===== src/rtl/dtp_pkg.sv =====
package dtp_pkg;
  localparam int CTRL_W   = 12;
  localparam int ADDR_W   = 5;
  localparam int B_MODE   = 0;
  localparam int B_DOWN   = 1;
  localparam int B_GENOE  = 2;
  localparam int B_CAPEN  = 3;
  localparam int B_RELOAD = 4;
  localparam int B_LOAD   = 5;
  localparam int B_IE     = 6;
  localparam int B_EN     = 7;
  localparam int B_FLAG   = 8;
  localparam int B_PWM    = 9;
  localparam int B_ENALL  = 10;
  localparam int B_CASC   = 11;

  typedef enum logic [1:0] {
    SEL_CTRL = 2'd0,
    SEL_LOAD = 2'd1,
    SEL_CNT  = 2'd2,
    SEL_NONE = 2'd3
  } reg_sel_e;
endpackage


===== src/rtl/dtp_rst_sync.sv =====
module dtp_rst_sync (
  input  logic clk,
  input  logic rst_n,
  output logic rst_sync_n
);
  logic [1:0] sync_q;

  always_ff @(posedge clk or negedge rst_n) begin
    if (!rst_n) sync_q <= 2'b00;
    else        sync_q <= {sync_q[0], 1'b1};
  end

  assign rst_sync_n = sync_q[1];
endmodule


===== src/rtl/dtp_timer.sv =====
module dtp_timer
  import dtp_pkg::*;
#(
  parameter int W = 32
) (
  input  logic              clk,
  input  logic              rst_n,
  input  logic              ctrl_we,
  input  logic [CTRL_W-1:0] ctrl_wdata,
  input  logic              load_we,
  input  logic [W-1:0]      load_wdata,
  input  logic              enall_set,
  input  logic              restart,
  output logic [CTRL_W-1:0] ctrl_o,
  output logic [W-1:0]      load_o,
  output logic [W-1:0]      cnt_o,
  output logic              pend_o,
  output logic              gen_o,
  output logic              irq_o
);
  localparam logic [W-1:0] ONE = W'(1);

  logic [CTRL_W-1:0] ctrl_q, ctrl_d;
  logic [W-1:0]      load_q, cnt_q, cnt_d, term_val;
  logic              pend_q, pend_d, run, at_term;

  // Terminal value depends on direction; passing it wraps the counter.
  assign term_val = ctrl_q[B_DOWN] ? '0 : '1;
  assign run      = ctrl_q[B_EN] & ~ctrl_q[B_LOAD] & ~pend_q;
  assign at_term  = run & (cnt_q == term_val);

  // Counter next state: load bit, PWM restart, wrap cycle, counting.
  always_comb begin
    cnt_d  = cnt_q;
    pend_d = 1'b0;
    if (ctrl_q[B_LOAD] || restart) begin
      cnt_d = load_q;
    end else if (pend_q) begin
      if (ctrl_q[B_RELOAD]) cnt_d = load_q;
    end else if (ctrl_q[B_EN]) begin
      cnt_d  = ctrl_q[B_DOWN] ? cnt_q - ONE : cnt_q + ONE;
      pend_d = at_term;
    end
  end

  // Control next state: software write, one-shot stop, flag, start-both.
  always_comb begin
    ctrl_d = ctrl_q;
    if (pend_q && !ctrl_q[B_RELOAD]) ctrl_d[B_EN] = 1'b0;
    if (ctrl_we) begin
      ctrl_d         = ctrl_wdata;
      ctrl_d[B_FLAG] = ctrl_q[B_FLAG] & ~ctrl_wdata[B_FLAG];
    end
    if (pend_q)    ctrl_d[B_FLAG] = 1'b1;
    if (enall_set) ctrl_d[B_EN]   = 1'b1;
  end

  always_ff @(posedge clk or negedge rst_n) begin
    if (!rst_n) begin
      ctrl_q <= '0;
      load_q <= '0;
      cnt_q  <= '0;
      pend_q <= 1'b0;
    end else begin
      ctrl_q <= ctrl_d;
      if (load_we) load_q <= load_wdata;
      cnt_q  <= cnt_d;
      pend_q <= pend_d;
    end
  end

  assign ctrl_o = ctrl_q;
  assign load_o = load_q;
  assign cnt_o  = cnt_q;
  assign pend_o = pend_q;
  assign gen_o  = pend_q & ctrl_q[B_GENOE] & ~ctrl_q[B_MODE];
  assign irq_o  = ctrl_q[B_FLAG] & ctrl_q[B_IE];
endmodule


===== src/rtl/dtp_pwm.sv =====
module dtp_pwm
  import dtp_pkg::*;
(
  input  logic              clk,
  input  logic              rst_n,
  input  logic [CTRL_W-1:0] ctrl0,
  input  logic [CTRL_W-1:0] ctrl1,
  input  logic              gen0,
  input  logic              gen1,
  output logic              active_o,
  output logic              restart1_o,
  output logic              pwm_o
);
  logic pwm_q, pwm_d, rise_q, rise_d;

  function automatic logic pwm_ready(input logic [CTRL_W-1:0] c);
    return ~c[B_MODE] & c[B_PWM] & c[B_GENOE] & c[B_RELOAD] & c[B_EN] & ~c[B_LOAD];
  endfunction

  assign active_o = pwm_ready(ctrl0) & pwm_ready(ctrl1) & ~ctrl0[B_CASC];

  // Period pulse: one forced low cycle, then rise and restart timer 1.
  assign rise_d     = active_o & gen0;
  assign restart1_o = active_o & rise_q;

  always_comb begin
    if (!active_o)   pwm_d = 1'b0;
    else if (gen0)   pwm_d = 1'b0;
    else if (rise_q) pwm_d = 1'b1;
    else if (gen1)   pwm_d = 1'b0;
    else             pwm_d = pwm_q;
  end

  always_ff @(posedge clk or negedge rst_n) begin
    if (!rst_n) begin
      pwm_q  <= 1'b0;
      rise_q <= 1'b0;
    end else begin
      pwm_q  <= pwm_d;
      rise_q <= rise_d;
    end
  end

  assign pwm_o = pwm_q;
endmodule


===== src/rtl/dual_timer_pwm.sv =====
module dual_timer_pwm
  import dtp_pkg::*;
#(
  parameter int CNT_W  = 32,
  parameter int DATA_W = 32
) (
  input  logic              clk,
  input  logic              rst_n,
  input  logic              wr_en,
  input  logic [ADDR_W-1:0] wr_addr,
  input  logic [DATA_W-1:0] wr_data,
  input  logic [ADDR_W-1:0] rd_addr,
  output logic [DATA_W-1:0] rd_data,
  output logic [1:0]        gen_o,
  output logic [1:0]        irq_o,
  output logic              pwm_o
);
  localparam int NT = 2;

  logic              rst_sync_n;
  logic [CTRL_W-1:0] ctrl_q [NT];
  logic [CNT_W-1:0]  load_q [NT];
  logic [CNT_W-1:0]  cnt_q  [NT];
  logic [NT-1:0]     ctrl_we, load_we, enall_wr, pend_v, restart_v;
  logic              pwm_active, pwm_restart;
  reg_sel_e          wr_sel, rd_sel;
  logic              wr_ok, rd_ok;

  dtp_rst_sync u_rst (
    .clk        (clk),
    .rst_n      (rst_n),
    .rst_sync_n (rst_sync_n)
  );

  assign wr_sel = reg_sel_e'(wr_addr[3:2]);
  assign rd_sel = reg_sel_e'(rd_addr[3:2]);
  assign wr_ok  = wr_en & (wr_addr[1:0] == 2'b00);
  assign rd_ok  = (rd_addr[1:0] == 2'b00);

  for (genvar i = 0; i < NT; i++) begin : g_tmr
    assign ctrl_we[i]   = wr_ok & (wr_addr[4] == i[0]) & (wr_sel == SEL_CTRL);
    assign load_we[i]   = wr_ok & (wr_addr[4] == i[0]) & (wr_sel == SEL_LOAD);
    assign enall_wr[i]  = ctrl_we[i] & wr_data[B_ENALL];
    assign restart_v[i] = (i == 1) & pwm_restart;

    dtp_timer #(.W(CNT_W)) u_tmr (
      .clk        (clk),
      .rst_n      (rst_sync_n),
      .ctrl_we    (ctrl_we[i]),
      .ctrl_wdata (wr_data[CTRL_W-1:0]),
      .load_we    (load_we[i]),
      .load_wdata (wr_data[CNT_W-1:0]),
      .enall_set  (|enall_wr),
      .restart    (restart_v[i]),
      .ctrl_o     (ctrl_q[i]),
      .load_o     (load_q[i]),
      .cnt_o      (cnt_q[i]),
      .pend_o     (pend_v[i]),
      .gen_o      (gen_o[i]),
      .irq_o      (irq_o[i])
    );
  end

  dtp_pwm u_pwm (
    .clk        (clk),
    .rst_n      (rst_sync_n),
    .ctrl0      (ctrl_q[0]),
    .ctrl1      (ctrl_q[1]),
    .gen0       (gen_o[0]),
    .gen1       (gen_o[1]),
    .active_o   (pwm_active),
    .restart1_o (pwm_restart),
    .pwm_o      (pwm_o)
  );

  always_comb begin
    rd_data = '0;
    if (rd_ok) begin
      unique case (rd_sel)
        SEL_CTRL: rd_data[CTRL_W-1:0] = ctrl_q[rd_addr[4]];
        SEL_LOAD: rd_data[CNT_W-1:0]  = load_q[rd_addr[4]];
        SEL_CNT:  rd_data[CNT_W-1:0]  = cnt_q[rd_addr[4]];
        default:  rd_data             = '0;
      endcase
    end
  end
endmodule


===== config.mk =====
export PLATFORM = sky130hd
export DESIGN_NAME = dual_timer_pwm
export DESIGN_NICKNAME = d
export VERILOG_FILES = /design/src/rtl/dtp_pkg.sv /design/src/rtl/dtp_rst_sync.sv /design/src/rtl/dtp_timer.sv /design/src/rtl/dtp_pwm.sv /design/src/rtl/dual_timer_pwm.sv
export SDC_FILE = /design/constraint.sdc
export NUM_CORES = 1
export LEC_CHECK = 0
export BUFFER_PORTS_ARGS = -buffer_cell sky130_fd_sc_hd__buf_4
export CAP_MARGIN = 20
export CORE_MARGIN = 3
export CORE_UTILIZATION = 45
export CTS_CLUSTER_SIZE = 16
export DETAILED_ROUTE_END_ITERATION = 6
export GPL_ROUTABILITY_DRIVEN = 0
export PLACE_DENSITY = 0.65
export SYNTH_ARGS = -nofsm -noshare
export SYNTH_HDL_FRONTEND = slang
export SYNTH_SLANG_ARGS = --single-unit

===== constraint.sdc =====
create_clock -name clk -period 11.1 [get_ports clk]
set_input_delay 1.11 -clock clk [delete_from_list [all_inputs] [get_ports clk]]
set_output_delay 1.11 -clock clk [all_outputs]
set_load 0.005 [all_outputs]

==> impl_metrics.ini, run 1 <==
[status]
status = complete, but fails checks
failed_checks = design-rule violations

[floorplan]
die_area_mm2 = 0.02638
rows = 56
start_util = 0.4635
core_area_mm2 = 0.02375
dieWidth_um = 162.4
ios = 82
die_h_um = 162.4

[sta]
fin_skew_ns = 0.01163
tns_ns = 0
layout_min_cycle_time_ns = 4.333
finalHoldViolCount = 0
period_share = 0.3903
tightestPinTransition_ns = 1.016
setup_viol = 0
slew_viol_final = 0
max_slew_margin = 0.3198
grt_setup_unrepaired = no
fmax_mhz = 230.8

[global_route]
antenna_found_initial = 0
grt.overflow.total = 0
grt_max_degree = 65
grt_pass1_wl_um = 50480
grt_use_total = 0.2425
first_global_vias = 9368

[clock_network]
cts_tree = built
cts_buffer_depth = 2
cts_setup_buffers = 0
htreeDepth = 4
clock_latency_ns = 0.44
hold_buffers = 0
clk_pin_slew_worst_paths_ns = 0.07
numClockSinks = 158
clockRootBuffer = clkbuf_16
numCtsBuffers = 17
postCtsResizedCells = 0

[critical_path]
required_ns = 9.99
cpMostUsedCell = buf_4
path_class = input port to output port
critical-path-max-stage-delay_ns = 0.78
critPathLaunchType = input port
critPathCaptureType = output port
slowest_stage = ha_1
cp_data_arrival_time_ns = 3.22
cp_top_family = adder cells
path_cells = buf_4, inv_1, ha_1, a222oi_1, nor2b_1, a211oi_1, buf_4
cp.buffers_inverters = 3
worstPathMaxFanout = 24

[logic_synthesis]
synthCells = 1210
ys_async_sr_fraction = 1.000
syn_area_per_cell_um2 = 9.100
syn_nets = 1321
yosysUniqueCellTypes = 67
seq_area_frac_synth = 0.3591
synth.yosys.warnings = 0
synth.cell_area_mm2 = 0.01101
synth-main-ff-cell = dfrtp_1
synth-edff-count = 0
ys_ff_latch = 158

[detailed_routing]
vias = 9567
routed-wl-met3_um = 1686
drt-met1-wl_um = 14000
wl_per_cell_um = 20.10
drt-total-wl_um = 31860
dr.pass1.iters = 7
top_layer_used = met4
drt-vias-per-instance = 6.036
drc_errors = 6
wl_met2_um = 15070
ant_nets = 0
drtIter0Drc = 852

[placed_design]
post-dp-hpwl_um = 23610
dpl_cell_area_mm2 = 0.01184
dp.cells = 1553
io_buffers = 81

[finish]
layout_commonest_cell = dfrtp_1
fin_util = 0.5238
area_delta_synth_final_pct = 12.99
antenna-diode-count = 0
seq_area_mm2 = 0.003958
final.fill_count = 2176
layout_common_cells = 157 x dfrtp_1, 121 x mux2_2, 115 x nor2_1
finalNonFillerCells = 1585
design_area_mm2 = 0.01244
multi_input_area_mm2 = 0.006710
layout-drive-gt1-share = 0.2101
num-nets-final = 1364

[power]
switchingPower_mw = 1.437
total_power_mw = 3.267
p_leak_nw = 5.692
comb_power_share = 0.520
internal_power_mw = 1.830
pwr-share-seq = 0.295
power_per_cell_area_mw_per_mm2 = 262.6
peakVddDrop_mv = 0.1225
clkPwrFrac = 0.185
swShare = 0.4399

[job]
maxCapViolCount = 0

[min_path]
hp-class = flop to asynchronous set/reset pin
==> registers in the layout (all words and copies together) (netlist names) <==
signal and cells:
g_tmr.u_tmr.ctrl_o 24, g_tmr.u_tmr.pend_o 2, g_tmr.u_tmr.cnt_o 64, u_pwm.rise_q 1, u_pwm.pwm_o 1, g_tmr.u_tmr.load_o 64, u_rst.sync_q 2
==> power by group through the flow <==
stage / registers [mW] / clock network (mW) / logic, mW
2_1_floorplan: 0.878 / 0 / 1.35
3_3_place_gp: 0.975 / 0 / 1.65
3_5_place_dp: 0.973 / 0 / 1.68
4_1_cts: 0.963 / 0.609 / 1.69
5_1_grt: 0.979 / 0.640 / 1.92
6_report: 0.962 / 0.605 / 1.70
==> worst register-to-register path: cells and delay by family, from the launching register on <==
kind,cells,cell delay (ns)
AOI/OAI and AO/OA,7,1.95
adders and majority gates,1,0.53
DFF,1,0.57
and+or+nand+nor,1,0.08
muxes,1,0.22
==> area by class of cell <==
| type | count | area share |
|---|---|---|
| multi-input cells | 961 | 0.5394 |
| clock buffers | 18 | 0.03450 |
| inverters | 23 | 0.006940 |
| repair buffers | 92 | 0.05552 |
| well taps | 319 | 0.03208 |
| clock inverters | 14 | 0.01348 |
| flip-flops and latches | 158 | 0.3181 |
==> cells in the mapped netlist, types with 3 or more instances <==
library cell,instances,area share
or2_2,4,0.0023
inv_1,23,0.0078
nor3_1,18,0.0082
xnor2_1,24,0.019
a221o_1,3,0.0027
nand3b_1,3,0.0020
a211oi_1,18,0.012
clkbuf_1,57,0.019
o21a_1,5,0.0034
nor2_1,115,0.039
mux2i_1,7,0.0064
a21oi_1,107,0.049
o21bai_1,5,0.0034
a222oi_1,24,0.022
nand3_1,32,0.015
mux2_2,121,0.12
and2_1,7,0.0040
or3_1,6,0.0034
o31ai_1,3,0.0020
o21ai_0,73,0.033
buf_1,5,0.0017
xor2_1,21,0.017
nor2b_1,20,0.011
ha_1,64,0.073
a311oi_1,3,0.0024
a21o_1,40,0.027
dfrtp_1,158,0.36
and3_1,19,0.011
o31a_1,3,0.0024
nor4_1,4,0.0023
buf_4,4,0.0027
a22oi_1,28,0.019
nand2_1,110,0.038
o21ai_1,3,0.0014
a31oi_1,19,0.011
nand2b_1,11,0.0063
nand4_1,7,0.0040
==> kinds of logic after synthesis <==
kind of cell	Yosys count	share of synthesized area
simple gates	363	0.1511
other cells	1	0.0003406
flops	158	0.3591
buf+inv	91	0.03261
compound gates	358	0.2145
fa+ha+maj	66	0.07636
mux	128	0.1301
xor+xnor	45	0.03580
==> stage by stage <==
stage	setup WS [ns]	hold slack (ns)
2_1_floorplan	6.372	0.3312
3_3_place_gp	6.945	0.3411
3_5_place_dp	6.892	0.3418
4_1_cts	6.895	0.3692
5_1_grt	6.633	0.3865
6_report	6.767	0.3643
==> worst paths after layout <==
kind,from,to,slack (ns),depth (start not counted)
worst max-delay path,rd_addr[2],rd_data[2],6.77,7
worst min-delay path,u_rst.sync_q[1],g_tmr[1].u_tmr.cnt_o[6],0.36,0
worst max register to register,g_tmr[0].u_tmr.ctrl_o[1],g_tmr[0].u_tmr.cnt_o[28],7.64,10
worst min register to register,u_rst.sync_q[1],g_tmr[1].u_tmr.cnt_o[6],0.36,0
max in group asynchronous,u_rst.sync_q[1],g_tmr[0].u_tmr.load_o[25],9.52,1
min in group clk,u_rst.sync_q[0],u_rst.sync_q[1],0.37,0
==> per-layer routing <==
layer,vias up,global-route usage
li1,4543,-
met1,4673,0.3184
met2,290,0.3984
met3,61,0.04680
met4,0,0.09035
met5,-,0
Power figures use the tool's default switching activity.
==> run 2, diff against run 1 <==
Clock period 11.1 ns to 4.25 ns, I/O delays scaled along.
==> run 2 against run 1 <==
  * The run now ends clean
  * Power increased to 2.6 times the previous value
  * Critical path depth rose by 4
  * Register-to-register slack lost 6.8 ns
  * Critical path type is now flop to flop
  * Critical endpoint is now g_tmr[0].u_tmr.cnt_o[29]
==> impl_metrics.ini, run 2 (synthesis gave the netlist of run 1 again) <==
[status]
status = finished clean

[detailed_routing]
drc_errors = 0
ant_nets = 0
wl_per_cell_um = 20.66
drtIter0Drc = 925
drt-total-wl_um = 32930
drt-vias-per-instance = 6.112
dr.pass1.iters = 7
vias = 9743

[global_route]
first_global_vias = 9433
use_met2 = 0.4243
grt_max_degree = 67
busiest_layer = met2
grt_pass1_wl_um = 52170
grt.overflow.total = 0
met3_usage = 0.03942
grt_use_met1 = 0.3405
grt_use_total = 0.2510
antenna_found_initial = 0

[sta]
grt_setup_unrepaired = no
tns_ns = 0
fmax_mhz = 292.1
setup_viol = 0
fin_skew_ns = 0.01235
period_share = 0.8056
layout_setup_ws_ns = 0.8260
max_slew_margin = 0.3506
slew_viol_final = 0
tightestPinTransition_ns = 0.9742
finalHoldViolCount = 0
layout_min_cycle_time_ns = 3.424

[critical_path]
required_ns = 4.61
critPathCaptureType = flop
path_class = flop to flop
cp_data_arrival_time_ns = 3.79
worstPathMaxFanout = 23
critPathLaunchType = flop

[floorplan]
rows = 56
die_h_um = 162.4
core_area_mm2 = 0.02375
die_area_mm2 = 0.02638
dieWidth_um = 162.4
ios = 82
start_util = 0.4635

[clock_network]
cts_buffer_depth = 2
cts_tree = built
clockRootBuffer = clkbuf_16
numCtsBuffers = 17
htreeDepth = 4
clk_pin_slew_worst_paths_ns = 0.07
clock_latency_ns = 0.44
numClockSinks = 158
cts_setup_buffers = 0

[finish]
layout-drive-gt1-share = 0.2157
num-nets-final = 1373
antenna-diode-count = 0
area_delta_synth_final_pct = 13.55
fin_util = 0.5263
layout_commonest_cell = dfrtp_1
layout_common_cells = 157 x dfrtp_1, 121 x mux2_2, 115 x nor2_1

[job]
maxCapViolCount = 0

[power]
switchingPower_mw = 3.859
pwr-share-seq = 0.292
power_per_cell_area_mw_per_mm2 = 684.2
swShare = 0.4511
peakVddDrop_mv = 0.2921
internal_power_mw = 4.695
comb_power_share = 0.527
p_leak_nw = 5.733
clkPwrFrac = 0.181

[placed_design]
io_buffers = 81
dp_slack_ns = 0.8466
post-dp-hpwl_um = 24170

[min_path]
hp-class = input port to flop
run 2: cell types whose count changed in the layout (fill, tap and decap cells not counted), sizes merged:
cell         before  now
buf              92  100
bufinv            2    0
clkbuf           18   17
clkinv            2    4
dlygate4sd3       0    1
inv              33   34
run 2: timing repair:
| action | 4_1_cts | 5_1_grt |
|---|---|---|
| hold buffers | 1 | 0 |
| gates resized for setup | 0 | 0 |
| endpoints found under the hold margin | 2 | 0 |
run 2: worst paths after layout:
path | from | to | slack (ns) | depth (start not counted)
min in group asynchronous | rst_n | u_rst.sync_q[1] | 0.29 | 2
hold reg to reg | u_rst.sync_q[0] | u_rst.sync_q[1] | 0.36 | 0
hold / removal | wr_data[16] | g_tmr[1].u_tmr.load_o[16] | 0.23 | 2
max in group asynchronous | u_rst.sync_q[1] | g_tmr[0].u_tmr.load_o[5] | 2.79 | 1
setup / recovery | g_tmr[0].u_tmr.ctrl_o[1] | g_tmr[0].u_tmr.cnt_o[29] | 0.83 | 11
setup reg to reg | g_tmr[0].u_tmr.ctrl_o[1] | g_tmr[0].u_tmr.cnt_o[29] | 0.83 | 11
run 2: worst max-delay path, cell delays in order, from the launching register on:
cell and delay, ns:
dfrtp_1 0.74, buf_4 0.40, ha_1 0.20, a21oi_1 0.08
a2111o_1 0.41, o211ai_1 0.21, a32oi_1 0.14, a21o_1 0.24
o21ai_0 0.33, o21ai_0 0.19, o31a_1 0.27, a21oi_1 0.14
run 2: final cells by class:
| cell class | count | area, µm² |
|---|---|---|
| Sequential cell | 158 | 3958 |
| Inverter | 23 | 86.33 |
| Tap cell | 319 | 399.1 |
| Timing Repair Buffer | 101 | 760.7 |
| Fill cell | 2232 | 11250 |
| Multi-Input combinational cell | 961 | 6710 |
| Clock buffer | 17 | 425.4 |
| Clock inverter | 15 | 162.7 |
run 2: power by group through the flow:
| stage | registers, mW | logic [mW] | clock network [mW] |
|---|---|---|---|
| after floorplan | 2.29 | 3.52 | 0 |
| after global placement | 2.51 | 4.38 | 0 |
| after detailed placement | 2.52 | 4.43 | 0 |
| after CTS | 2.49 | 4.47 | 1.57 |
| after global routing | 2.55 | 5.06 | 1.63 |
| final | 2.49 | 4.51 | 1.55 |
run 2: metrics by stage:
stage | instances | power (mW) | hold WS, ns | cell area [µm²]
3_5_place_dp | 1561 | 6.949 | 0.2090 | 11900
5_1_grt | 1594 | 9.240 | 0.2218 | 12500
2_1_floorplan | 1210 | 5.809 | 0.1294 | 11010
4_1_cts | 1594 | 8.526 | 0.2156 | 12500
3_3_place_gp | 1561 | 6.894 | 0.2078 | 11900
6_report | 1594 | 8.553 | 0.2291 | 12500
run 2: layer usage:
| metal | vias up | part of all wire |
|---|---|---|
| met5 | - | 0 |
| met4 | 0 | 0.018 |
| met3 | 40 | 0.056 |
| met2 | 325 | 0.48 |
| met1 | 4817 | 0.44 |
| li1 | 4561 | - |
